[config.mk]
export PLATFORM = sky130hd
export DESIGN_NAME = tdm_frame_tx
export DESIGN_NICKNAME = d
export VERILOG_FILES = /design/src/rtl/tdm_tx_pkg.sv /design/src/rtl/tdm_bclk_gen.sv /design/src/rtl/tdm_slot_seq.sv /design/src/rtl/tdm_word_sel.sv /design/src/rtl/tdm_frame_tx.sv
export SDC_FILE = /design/constraint.sdc
export NUM_CORES = 1
export LEC_CHECK = 0
export ABC_CLOCK_PERIOD_IN_PS = 3550
export BUFFER_PORTS_ARGS = -buffer_cell sky130_fd_sc_hd__buf_2
export CORE_ASPECT_RATIO = 0.7
export CORE_MARGIN = 10
export CORE_UTILIZATION = 45
export DETAILED_ROUTE_END_ITERATION = 6
export GPL_TIMING_DRIVEN = 0
export PLACE_DENSITY_LB_ADDON = 0.1
export SYNTH_ARGS = -nofsm -noshare
export SYNTH_HDL_FRONTEND = slang
export SYNTH_SLANG_ARGS = --single-unit
[constraint.sdc]
create_clock -name clk -period 3.55 [get_ports clk]
set_clock_uncertainty 0.15 [all_clocks]
set_input_delay 0 -clock clk [delete_from_list [all_inputs] [get_ports clk]]
set_output_delay 0 -clock clk [all_outputs]
set_load 0.05 [all_outputs]
[src/rtl/tdm_tx_pkg.sv]
package tdm_tx_pkg;

    typedef enum logic {
        FS_SINGLE_BIT = 1'b0,
        FS_FULL_BLOCK = 1'b1
    } fs_width_e;

    typedef enum logic {
        ALIGN_ON_EDGE  = 1'b0,
        ALIGN_ONE_LATE = 1'b1
    } data_align_e;

    // width of a counter that must index n distinct values
    function automatic int ptr_w(input int n);
        return (n > 1) ? $clog2(n) : 1;
    endfunction

endpackage

[src/rtl/tdm_bclk_gen.sv]
module tdm_bclk_gen #(
    parameter int HALF_DIV = 4
) (
    input  logic clk,
    input  logic rst_n,
    output logic sclk_o,
    output logic fall_tick_o
);
    localparam int CW = tdm_tx_pkg::ptr_w(HALF_DIV);
    localparam logic [CW-1:0] CNT_LAST = CW'(HALF_DIV - 1);

    typedef struct packed {
        logic [CW-1:0] cnt;
        logic          sclk;
    } div_t;

    div_t div_d, div_q;
    logic at_edge;

    assign at_edge = (div_q.cnt == CNT_LAST);

    always_comb begin
        div_d = div_q;
        if (at_edge) begin
            div_d.cnt  = '0;
            div_d.sclk = ~div_q.sclk;
        end else begin
            div_d.cnt = div_q.cnt + 1'b1;
        end
    end

    always_ff @(posedge clk or negedge rst_n) begin
        if (!rst_n) begin
            div_q <= '0;
        end else begin
            div_q <= div_d;
        end
    end

    assign sclk_o      = div_q.sclk;
    // true in the cycle whose closing edge takes sclk from high to low
    assign fall_tick_o = at_edge & div_q.sclk;

endmodule

[src/rtl/tdm_slot_seq.sv]
module tdm_slot_seq #(
    parameter int NUM_CH  = 8,
    parameter int BLOCK_W = 32
) (
    input  logic                                      clk,
    input  logic                                      rst_n,
    input  logic                                      adv_i,
    output logic [tdm_tx_pkg::ptr_w(NUM_CH)-1:0]      cur_ch_o,
    output logic [tdm_tx_pkg::ptr_w(BLOCK_W)-1:0]     cur_bit_o,
    output logic [tdm_tx_pkg::ptr_w(NUM_CH)-1:0]      nxt_ch_o,
    output logic [tdm_tx_pkg::ptr_w(BLOCK_W)-1:0]     nxt_bit_o,
    output logic                                      nxt_first_o
);
    localparam int CHW = tdm_tx_pkg::ptr_w(NUM_CH);
    localparam int BTW = tdm_tx_pkg::ptr_w(BLOCK_W);
    localparam logic [CHW-1:0] CH_LAST = CHW'(NUM_CH - 1);
    localparam logic [BTW-1:0] BT_LAST = BTW'(BLOCK_W - 1);

    typedef struct packed {
        logic [CHW-1:0] ch;
        logic [BTW-1:0] bt;
    } ptr_t;

    ptr_t ptr_d, ptr_q, step;

    // position that follows the current one, wrapping at the frame end
    always_comb begin
        step = ptr_q;
        if (ptr_q.bt == BT_LAST) begin
            step.bt = '0;
            step.ch = (ptr_q.ch == CH_LAST) ? '0 : ptr_q.ch + 1'b1;
        end else begin
            step.bt = ptr_q.bt + 1'b1;
        end
    end

    always_comb begin
        ptr_d = ptr_q;
        if (adv_i) begin
            ptr_d = step;
        end
    end

    // reset to the last position so the first advance opens a frame
    always_ff @(posedge clk or negedge rst_n) begin
        if (!rst_n) begin
            ptr_q.ch <= CH_LAST;
            ptr_q.bt <= BT_LAST;
        end else begin
            ptr_q <= ptr_d;
        end
    end

    assign cur_ch_o    = ptr_q.ch;
    assign cur_bit_o   = ptr_q.bt;
    assign nxt_ch_o    = step.ch;
    assign nxt_bit_o   = step.bt;
    assign nxt_first_o = (step.ch == '0) && (step.bt == '0);

endmodule

[src/rtl/tdm_word_sel.sv]
module tdm_word_sel #(
    parameter int NUM_CH  = 8,
    parameter int BLOCK_W = 32,
    parameter int WORD_W  = 24
) (
    input  logic                                      clk,
    input  logic                                      rst_n,
    input  logic                                      adv_i,
    input  logic                                      load_i,
    input  logic                                      use_live_i,
    input  logic [NUM_CH*WORD_W-1:0]                  samples_i,
    input  logic [tdm_tx_pkg::ptr_w(NUM_CH)-1:0]      sel_ch_i,
    input  logic [tdm_tx_pkg::ptr_w(BLOCK_W)-1:0]     sel_bit_i,
    output logic                                      sdata_o
);
    localparam int BTW = tdm_tx_pkg::ptr_w(BLOCK_W);
    localparam int PAD = BLOCK_W - WORD_W;

    typedef logic [NUM_CH-1:0][WORD_W-1:0] bank_t;

    typedef struct packed {
        bank_t hold;
        logic  sdata;
    } sel_t;

    sel_t st_d, st_q;
    bank_t live, src;
    logic [WORD_W-1:0]  word;
    logic [BLOCK_W-1:0] blk;
    logic [BTW-1:0]     pos;

    assign live = samples_i;
    // on the opening tick in edge alignment the word is taken straight from the input
    assign src  = (load_i && use_live_i) ? live : st_q.hold;
    assign word = src[sel_ch_i];

    generate
        if (PAD > 0) begin : g_pad
            assign blk = {word, {PAD{1'b0}}};
        end else begin : g_nopad
            assign blk = word;
        end
    endgenerate

    assign pos = BTW'(BLOCK_W - 1) - sel_bit_i;

    always_comb begin
        st_d = st_q;
        if (load_i) begin
            st_d.hold = live;
        end
        if (adv_i) begin
            st_d.sdata = blk[pos];
        end
    end

    always_ff @(posedge clk or negedge rst_n) begin
        if (!rst_n) begin
            st_q <= '0;
        end else begin
            st_q <= st_d;
        end
    end

    assign sdata_o = st_q.sdata;

endmodule

[src/rtl/tdm_frame_tx.sv]
module tdm_frame_tx #(
    parameter int NUM_CH   = 8,
    parameter int BLOCK_W  = 32,
    parameter int WORD_W   = 24,
    parameter int HALF_DIV = 4
) (
    input  logic                     clk,
    input  logic                     rst_n,
    input  logic                     cfg_fs_wide,
    input  logic                     cfg_delay,
    input  logic [NUM_CH*WORD_W-1:0] samples_i,
    output logic                     ready_o,
    output logic                     sclk_o,
    output logic                     fsync_o,
    output logic                     sdata_o
);
    import tdm_tx_pkg::*;

    localparam int CHW = ptr_w(NUM_CH);
    localparam int BTW = ptr_w(BLOCK_W);

    typedef struct packed {
        logic fsync;
        logic ready;
    } ctl_t;

    fs_width_e   fs_mode;
    data_align_e align;
    logic        adv, load;
    logic [CHW-1:0] cur_ch, nxt_ch, sel_ch;
    logic [BTW-1:0] cur_bit, nxt_bit, sel_bit;
    logic        nxt_first;
    ctl_t        ctl_d, ctl_q;

    assign fs_mode = fs_width_e'(cfg_fs_wide);
    assign align   = data_align_e'(cfg_delay);

    tdm_bclk_gen #(
        .HALF_DIV (HALF_DIV)
    ) i_bclk (
        .clk         (clk),
        .rst_n       (rst_n),
        .sclk_o      (sclk_o),
        .fall_tick_o (adv)
    );

    tdm_slot_seq #(
        .NUM_CH  (NUM_CH),
        .BLOCK_W (BLOCK_W)
    ) i_seq (
        .clk         (clk),
        .rst_n       (rst_n),
        .adv_i       (adv),
        .cur_ch_o    (cur_ch),
        .cur_bit_o   (cur_bit),
        .nxt_ch_o    (nxt_ch),
        .nxt_bit_o   (nxt_bit),
        .nxt_first_o (nxt_first)
    );

    assign load = adv & nxt_first;

    // late alignment sends the position one period behind the frame position
    assign sel_ch  = (align == ALIGN_ONE_LATE) ? cur_ch  : nxt_ch;
    assign sel_bit = (align == ALIGN_ONE_LATE) ? cur_bit : nxt_bit;

    tdm_word_sel #(
        .NUM_CH  (NUM_CH),
        .BLOCK_W (BLOCK_W),
        .WORD_W  (WORD_W)
    ) i_sel (
        .clk        (clk),
        .rst_n      (rst_n),
        .adv_i      (adv),
        .load_i     (load),
        .use_live_i (align == ALIGN_ON_EDGE),
        .samples_i  (samples_i),
        .sel_ch_i   (sel_ch),
        .sel_bit_i  (sel_bit),
        .sdata_o    (sdata_o)
    );

    always_comb begin
        ctl_d       = ctl_q;
        ctl_d.ready = 1'b0;
        if (adv) begin
            ctl_d.ready = nxt_first;
            ctl_d.fsync = (fs_mode == FS_FULL_BLOCK) ? (nxt_ch == '0) : nxt_first;
        end
    end

    always_ff @(posedge clk or negedge rst_n) begin
        if (!rst_n) begin
            ctl_q <= '0;
        end else begin
            ctl_q <= ctl_d;
        end
    end

    assign ready_o = ctl_q.ready;
    assign fsync_o = ctl_q.fsync;

endmodule

* Word-level counts from Yosys, hierarchy flattened *
Cells that the tools add are included.

word-level totals
  bits in registers = 206
  bits in latches = 0
  bits in writable memories = 0
  ROM bits = 0
  bits of input ports = 196
  word-level logic and storage cells = 45
  memories = 0

cells by class
  add/subtract/negate cells = 4
  multipliers = 0
  div/mod/pow operators = 0
  order comparisons = 2
  equal/unequal tests = 3
  shifts and indexed selects = 0
  muxes and demuxes = 13
  bitwise operators = 4
  reductions and logical operators = 4

operators by type and width
  kind                   number
  $mux W192              1
  $bmux W24 S3           1
  $mux W24               1
  $mux W5                2
  $mux W3                3
  $lt A5 B6 Y1 const B   1
  $add A5 B1 Y5 const B  1
  $bmux W1 S5            1
  $eq A5 B5 Y1 const B   1
  $logic_not A5 Y1       1
  $sub A5 B5 Y5 const A  1
  $lt A3 B4 Y1 const B   1
  $add A3 B1 Y3 const B  1
  $eq A3 B3 Y1 const B   1
  $logic_not A3 Y1       1
  $mux W1                3
  $add A2 B1 Y2 const B  1
  $and A1 B1 Y1          2
  $eq A2 B2 Y1 const B   1
  $logic_and A1 B1 Y1    2
  $mux W2                1
  $not A1 Y1             2

* Longest topological paths before layout *
  depth after elaboration = 12
  depth in mapped cells = 16

* Modules after synthesis *
Synthesis repeated with hierarchy kept, for this count alone.

second synthesis, totals
  cells, all modules = 972
  area total of the unflattened synthesis = 11482.3 µm²

modules (own cells, without submodules)
  module        times used  cells an instance  area an instance (µm²)  sequential area each (µm²)
  tdm_word_sel  1           904                10696.5                 4829.6
  tdm_slot_seq  1           44                 495.5                   210.2
  tdm_frame_tx  1           17                 182.7                   50.0
  tdm_bclk_gen  1           7                  107.6                   75.1

* Worst setup path after synthesis *
OpenSTA, ideal clock, no wires.

  kind = register to register
  start = register i_seq.ptr_q (netlist bit i_seq.cur_bit_o[0])
  end = register i_sel.st_q[115] in the netlist's numbering
  setup time = 0.125 ns
  data arrival time = 3.241 ns
  path slack = 0.035 ns
  stages on the path, launching flop included = 12
  period minus slack after synthesis = 3.515 ns
  cell sequence = dfstp_2 > ha_1 > and3_1 > ha_1 > buf_2 > nor2_1 > mux2_2 > clkbuf_1 > nor3_1 > clkbuf_1 > buf_2 > mux2_2

on the way
  word-level cells in the longest chain between the ends = 5
  elaborated cells between the ends (all ways) = 8
  those cells by class = 1 x add/sub; 1 x eq/ne; 2 x mux; 1 x bitwise; 3 x reduce/logical

RTL lines
  item                                                         RTL line                                source
  start, declared                                              tdm_slot_seq.sv:24                      ptr_t ptr_d, ptr_q, step;
  start signal, assigned                                       tdm_slot_seq.sv:50                      ptr_q <= ptr_d;
  $add A5 B1 Y5 / $eq A5 B5 Y1 (equally long branches)         tdm_slot_seq.sv:33, tdm_slot_seq.sv:29
  $mux W5 / $mux W3 (equally long branches)                    tdm_slot_seq.sv:29                      if (ptr_q.bt == BT_LAST) begin
  $logic_not A5 Y1 / $logic_not A3 Y1 (equally long branches)  tdm_slot_seq.sv:58                      assign nxt_first_o = (step.ch == '0) && (step.bt == '0);
  $logic_and A1 B1 Y1 (*)                                      tdm_slot_seq.sv:58
  $and A1 B1 Y1 (*)                                            tdm_frame_tx.sv:61                      assign load = adv & nxt_first;
  end signal, assigned                                         tdm_word_sel.sv:61                      st_q <= st_d;
  end, declared                                                tdm_word_sel.sv:26                      sel_t st_d, st_q;

Mark *: on every way between the ends. The rest lies on a longest branch, timed or not.
A chain may end at the register's enable or synchronous reset.

* Final worst setup path *
  start = register i_seq.ptr_q (netlist bit i_seq.cur_bit_o[1])
  end = register i_sel.st_q (netlist bit i_sel.sdata_o)

on the way
  word-level cells in the longest chain between the ends = 11
  elaborated cells between the ends (all ways) = 17
  those cells by class = 2 x add/sub; 1 x eq/ne; 9 x mux; 1 x bitwise; 4 x reduce/logical

RTL lines
  item                                                         RTL line                                source
  $add A5 B1 Y5 / $eq A5 B5 Y1 (equally long branches)         tdm_slot_seq.sv:33, tdm_slot_seq.sv:29
  $mux W5 / $mux W3 (equally long branches)                    tdm_slot_seq.sv:29
  $logic_not A5 Y1 / $logic_not A3 Y1 (equally long branches)  tdm_slot_seq.sv:58
  $logic_and A1 B1 Y1                                          tdm_slot_seq.sv:58
  $and A1 B1 Y1                                                tdm_frame_tx.sv:61
  $logic_and A1 B1 Y1                                          tdm_word_sel.sv:34                      assign src = (load_i && use_live_i) ? live : st_q.hold;
  $mux W192                                                    tdm_word_sel.sv:34
  $bmux W24 S3                                                 tdm_word_sel.sv:35                      assign word = src[sel_ch_i];
  $mux W24 (implied by the code)                               tdm_word_sel.sv:35
  $bmux W1 S5 (*)                                              tdm_word_sel.sv:53                      st_d.sdata = blk[pos];
  $mux W1 (implied by the code) (*)                            tdm_word_sel.sv:53

Mark *: on every way between the ends. The rest lies on a longest branch, timed or not. The select of a mux whose other input is x is not followed.

==> flow_metrics.py <==
metrics = {
    "clock_network": {
        "ctsLongestPathBuffers": 3,
        "htreeDepth": 1,
        "clk_latency_ps": 520,
        "numCtsBuffers": 22,
        "clock_sinks": 206,
        "root_buffer": "clkbuf_16",
        "clk_pin_slew_ps": 70,
        "cts_tree": "built",
    },
    "critical_path": {
        "endpoint_kind": "register",
        "path_max_fanout": 6,
        "critPathMostFrequentCell": "ha_4",
        "crit_family": "simple AND/OR/NAND/NOR gates",
        "critPathBufInv": 2,
        "reg2reg_slack_ps": -130,
        "worstSetupStartpointType": "register",
        "r2r_end": "i_sel.sdata_o",
        "crit_type": "register to register",
        "cp_cell_sequence": "ha_4, and3_4, ha_4, buf_6, buf_4, or2_2, o21ai_0, nand2_1, a21oi_1, nor4b_4, nor4_4, a211oi_2, o32ai_1",
        "crit_path_top_delay_cell": "nand2_1",
        "cp.required_ps": 3790,
        "cp.arrival_ps": 3920,
        "max_stage_delay_ps": 420,
        "r2r_start": "i_seq.cur_bit_o[1]",
        "reg2reg_depth": 13,
    },
    "die": {
        "num_io_pins": 200,
        "dieArea_um2": 30500,
        "core_um2": 23600,
        "die_y_um": 149,
        "initial_core_util_pct": 45.5,
        "die_w_um": 205,
        "row_count": 47,
    },
    "place": {
        "io_buffers": 199,
        "dp_hpwl_um": 30400,
        "place_congestion": 0.932,
        "dpl_cell_area_um2": 12200,
        "dpl.cell_count": 1513,
    },
    "yosys": {
        "ys_warn_count": 0,
        "synthCells": 994,
        "ys_seq_area_share_pct": 48.1,
        "synth_area_um2": 10700,
        "ys_seq_elements": 206,
        "avgSynthCellArea_um2": 10.8,
        "async_reset_ff_share_pct": 100,
        "synth_ff_type": "dfrtp_1",
        "synth_cell_types": 66,
        "synth-edff-count": 0,
        "synth_nets": 1196,
    },
    "timing": {
        "period_needed_ps": 3680,
        "rsz0062_at_grt": "true",
        "max_freq_mhz": 272,
        "setup_viol": 1,
        "worstMarginPinSlew_ps": 835,
        "hold_ws_ps": 95.3,
        "relSlewSlack_pct": 42.8,
        "drv_slew": 0,
        "fin_crit_sh_pct": 104,
        "layout_setup_ws_ps": -130,
        "finalHoldViolCount": 0,
    },
    "layout": {
        "final_cell_area_um2": 16100,
        "layout_common_cells": "buf_2 (210), mux2_2 (198), dfrtp_1 (198)",
        "syn_to_final_growth_pct": 49.9,
        "drive_gt1_share_pct": 42.7,
        "fin_cells": 1779,
        "nets": 1645,
        "final_common_cell": "buf_2",
    },
    "drt": {
        "drt_iter0_markers": 1365,
        "routed_wl_um": 45100,
        "firstDrtPassIters": 5,
        "ant_nets": 0,
        "vias_per_cell": 5.90,
        "post-route-drc-count": 0,
        "wire_per_inst_um": 25.4,
        "num_vias": 10500,
    },
    "pwr": {
        "total_leakage_power_nw": 7.35,
        "vdd_drop_max_v": 0.000332,
        "p_sw_w": 0.00117,
        "seq_power_share_pct": 46.4,
        "power_frac_clock_pct": 45.1,
        "switching_share_pct": 23.2,
        "internal_power_w": 0.00389,
        "p_comb_share_pct": 8.5,
        "power_density_nw_per_um2": 315,
    },
    "hold_path": {
        "hp-start": "samples_i[172]",
        "min_to": "i_sel.st_q[173]",
        "hold_depth": 3,
        "hold_path_class": "primary input to register",
    },
    "job": {
        "maxCapViolations": 0,
    },
    "run_status": {
        "violations": "setup timing",
        "status": "finished, violations left",
    },
    "global_route": {
        "grt_pass1_wl_um": 67300,
        "grt_max_degree": 87,
        "grt_overflow": 0,
        "antenna_found_initial": 1,
        "grt.total_usage_pct": 29.0,
        "grt_pass1_vias": 10600,
    },
}
worst min-delay path: stages:
cell,delay (ps)
dlygate4sd3_1,510
buf_2,90
mux2_2,120
area by class of cell:
class / instances / area, µm²
plain buffers: 75 / 678
diodes: 2 / 5.00
inverters: 13 / 48.8
flip-flops and latches: 206 / 5160
well taps: 318 / 398
clock inverters: 4 / 22.5
multi-input cells: 700 / 5820
clock buffers: 36 / 674
fillers: 1787 / 7490
repair buffers: 425 / 3280
logic make-up after synthesis:
kind of cell | count (synthesis) | synth area share (%)
muxes | 217 | 22.8
DFF | 206 | 48.1
buffers and inverters | 88 | 3.86
xor gates and xnor gates | 2 | 0.163
and+or+nand+nor | 251 | 10.5
adders and majority gates | 6 | 0.699
AOI/OAI and AO/OA | 224 | 13.8
what timing repair did:
| action | CTS | global route |
|---|---|---|
| pin swaps | 15 | 25 |
| gates resized for setup | 142 | 92 |
| endpoints found under the setup margin | 195 | 141 |
| buffers inserted | 16 | 12 |
| hold endpoints to repair | 313 | 0 |
| hold buffers | 196 | 0 |
metal layers:
layer | vias to the layer above | share of wire, % | GRT usage [%]
li1 | 4574 | - | -
met1 | 5223 | 43 | 40.9
met2 | 629 | 43 | 42.3
met3 | 78 | 11 | 8.27
met4 | 0 | 2.6 | 8.08
met5 | - | 0 | 0
synthesized netlist by cell type (4+ instances only):
cell type,instances,area share [%]
o41ai_1,10,0.82
buf_2,40,1.9
a211oi_1,11,0.77
nor4_1,11,0.64
o21ai_0,64,3.0
clkbuf_1,24,0.84
dfstp_2,8,2.0
o211ai_1,9,0.63
nor3_1,10,0.47
nand2_1,137,4.8
a22oi_1,4,0.28
mux2i_1,9,0.84
a21oi_1,25,1.2
o41a_1,4,0.42
nor2b_1,4,0.23
mux2_2,201,21
mux2_1,5,0.52
inv_1,13,0.45
o32ai_1,4,0.33
dfrtp_1,198,46
o311ai_1,4,0.33
o21a_1,6,0.42
a31oi_1,48,2.8
a21o_1,5,0.35
ha_1,6,0.70
nor2_1,43,1.5
nor4b_1,4,0.33
nand3_1,19,0.89
o311ai_0,4,0.33
buf_1,5,0.17
a311oi_1,5,0.41
flip-flops by register name, summed over array words and instances, names as in the netlist:
name             cells
i_bclk.sclk_o        1
fsync_o              1
i_sel.st_q         192
i_sel.sdata_o        1
ready_o              1
i_seq.cur_bit_o      5
i_bclk.div_q         2
i_seq.cur_ch_o       3
power groups by stage:
stage / sequential (W) / combinational, W / clock, W
finish: 0.00235 / 0.000430 / 0.00228
global route: 0.00235 / 0.000462 / 0.00240
CTS: 0.00235 / 0.000418 / 0.00230
detailed placement: 0.00239 / 0.000239 / 0
global placement: 0.00239 / 0.000229 / 0
floorplan: 0.00240 / 0.0000270 / 0
metrics by stage:
| stage | total power [W] | utilization [%] | setup TNS [ps] | worst slack, ps |
|---|---|---|---|---|
| floorplan | 0.00243 | - | 0 | 34.6 |
| global placement | 0.00262 | 51.4 | -430670 | -1400 |
| detailed placement | 0.00263 | 51.7 | -163980 | -1350 |
| CTS | 0.00507 | 65.8 | -125 | -125 |
| global route | 0.00521 | 68.2 | -205 | -205 |
| finish | 0.00507 | 68.2 | -130 | -130 |
worst max-delay path by stage:
stage | startpoint | end | slack [ps] | cells after the start
global placement | rst_n | i_sel.st_q[39] | -1400 | 1
floorplan | i_seq.cur_bit_o[0] | i_sel.st_q[115] | 30 | 11
detailed placement | i_seq.cur_bit_o[0] | i_sel.sdata_o | -1350 | 13
finish | i_seq.cur_bit_o[1] | i_sel.sdata_o | -130 | 13
global route | i_seq.cur_bit_o[1] | i_sel.sdata_o | -200 | 15
CTS | i_seq.cur_bit_o[1] | i_sel.sdata_o | -130 | 16
(Power assumes the default switching activity.)
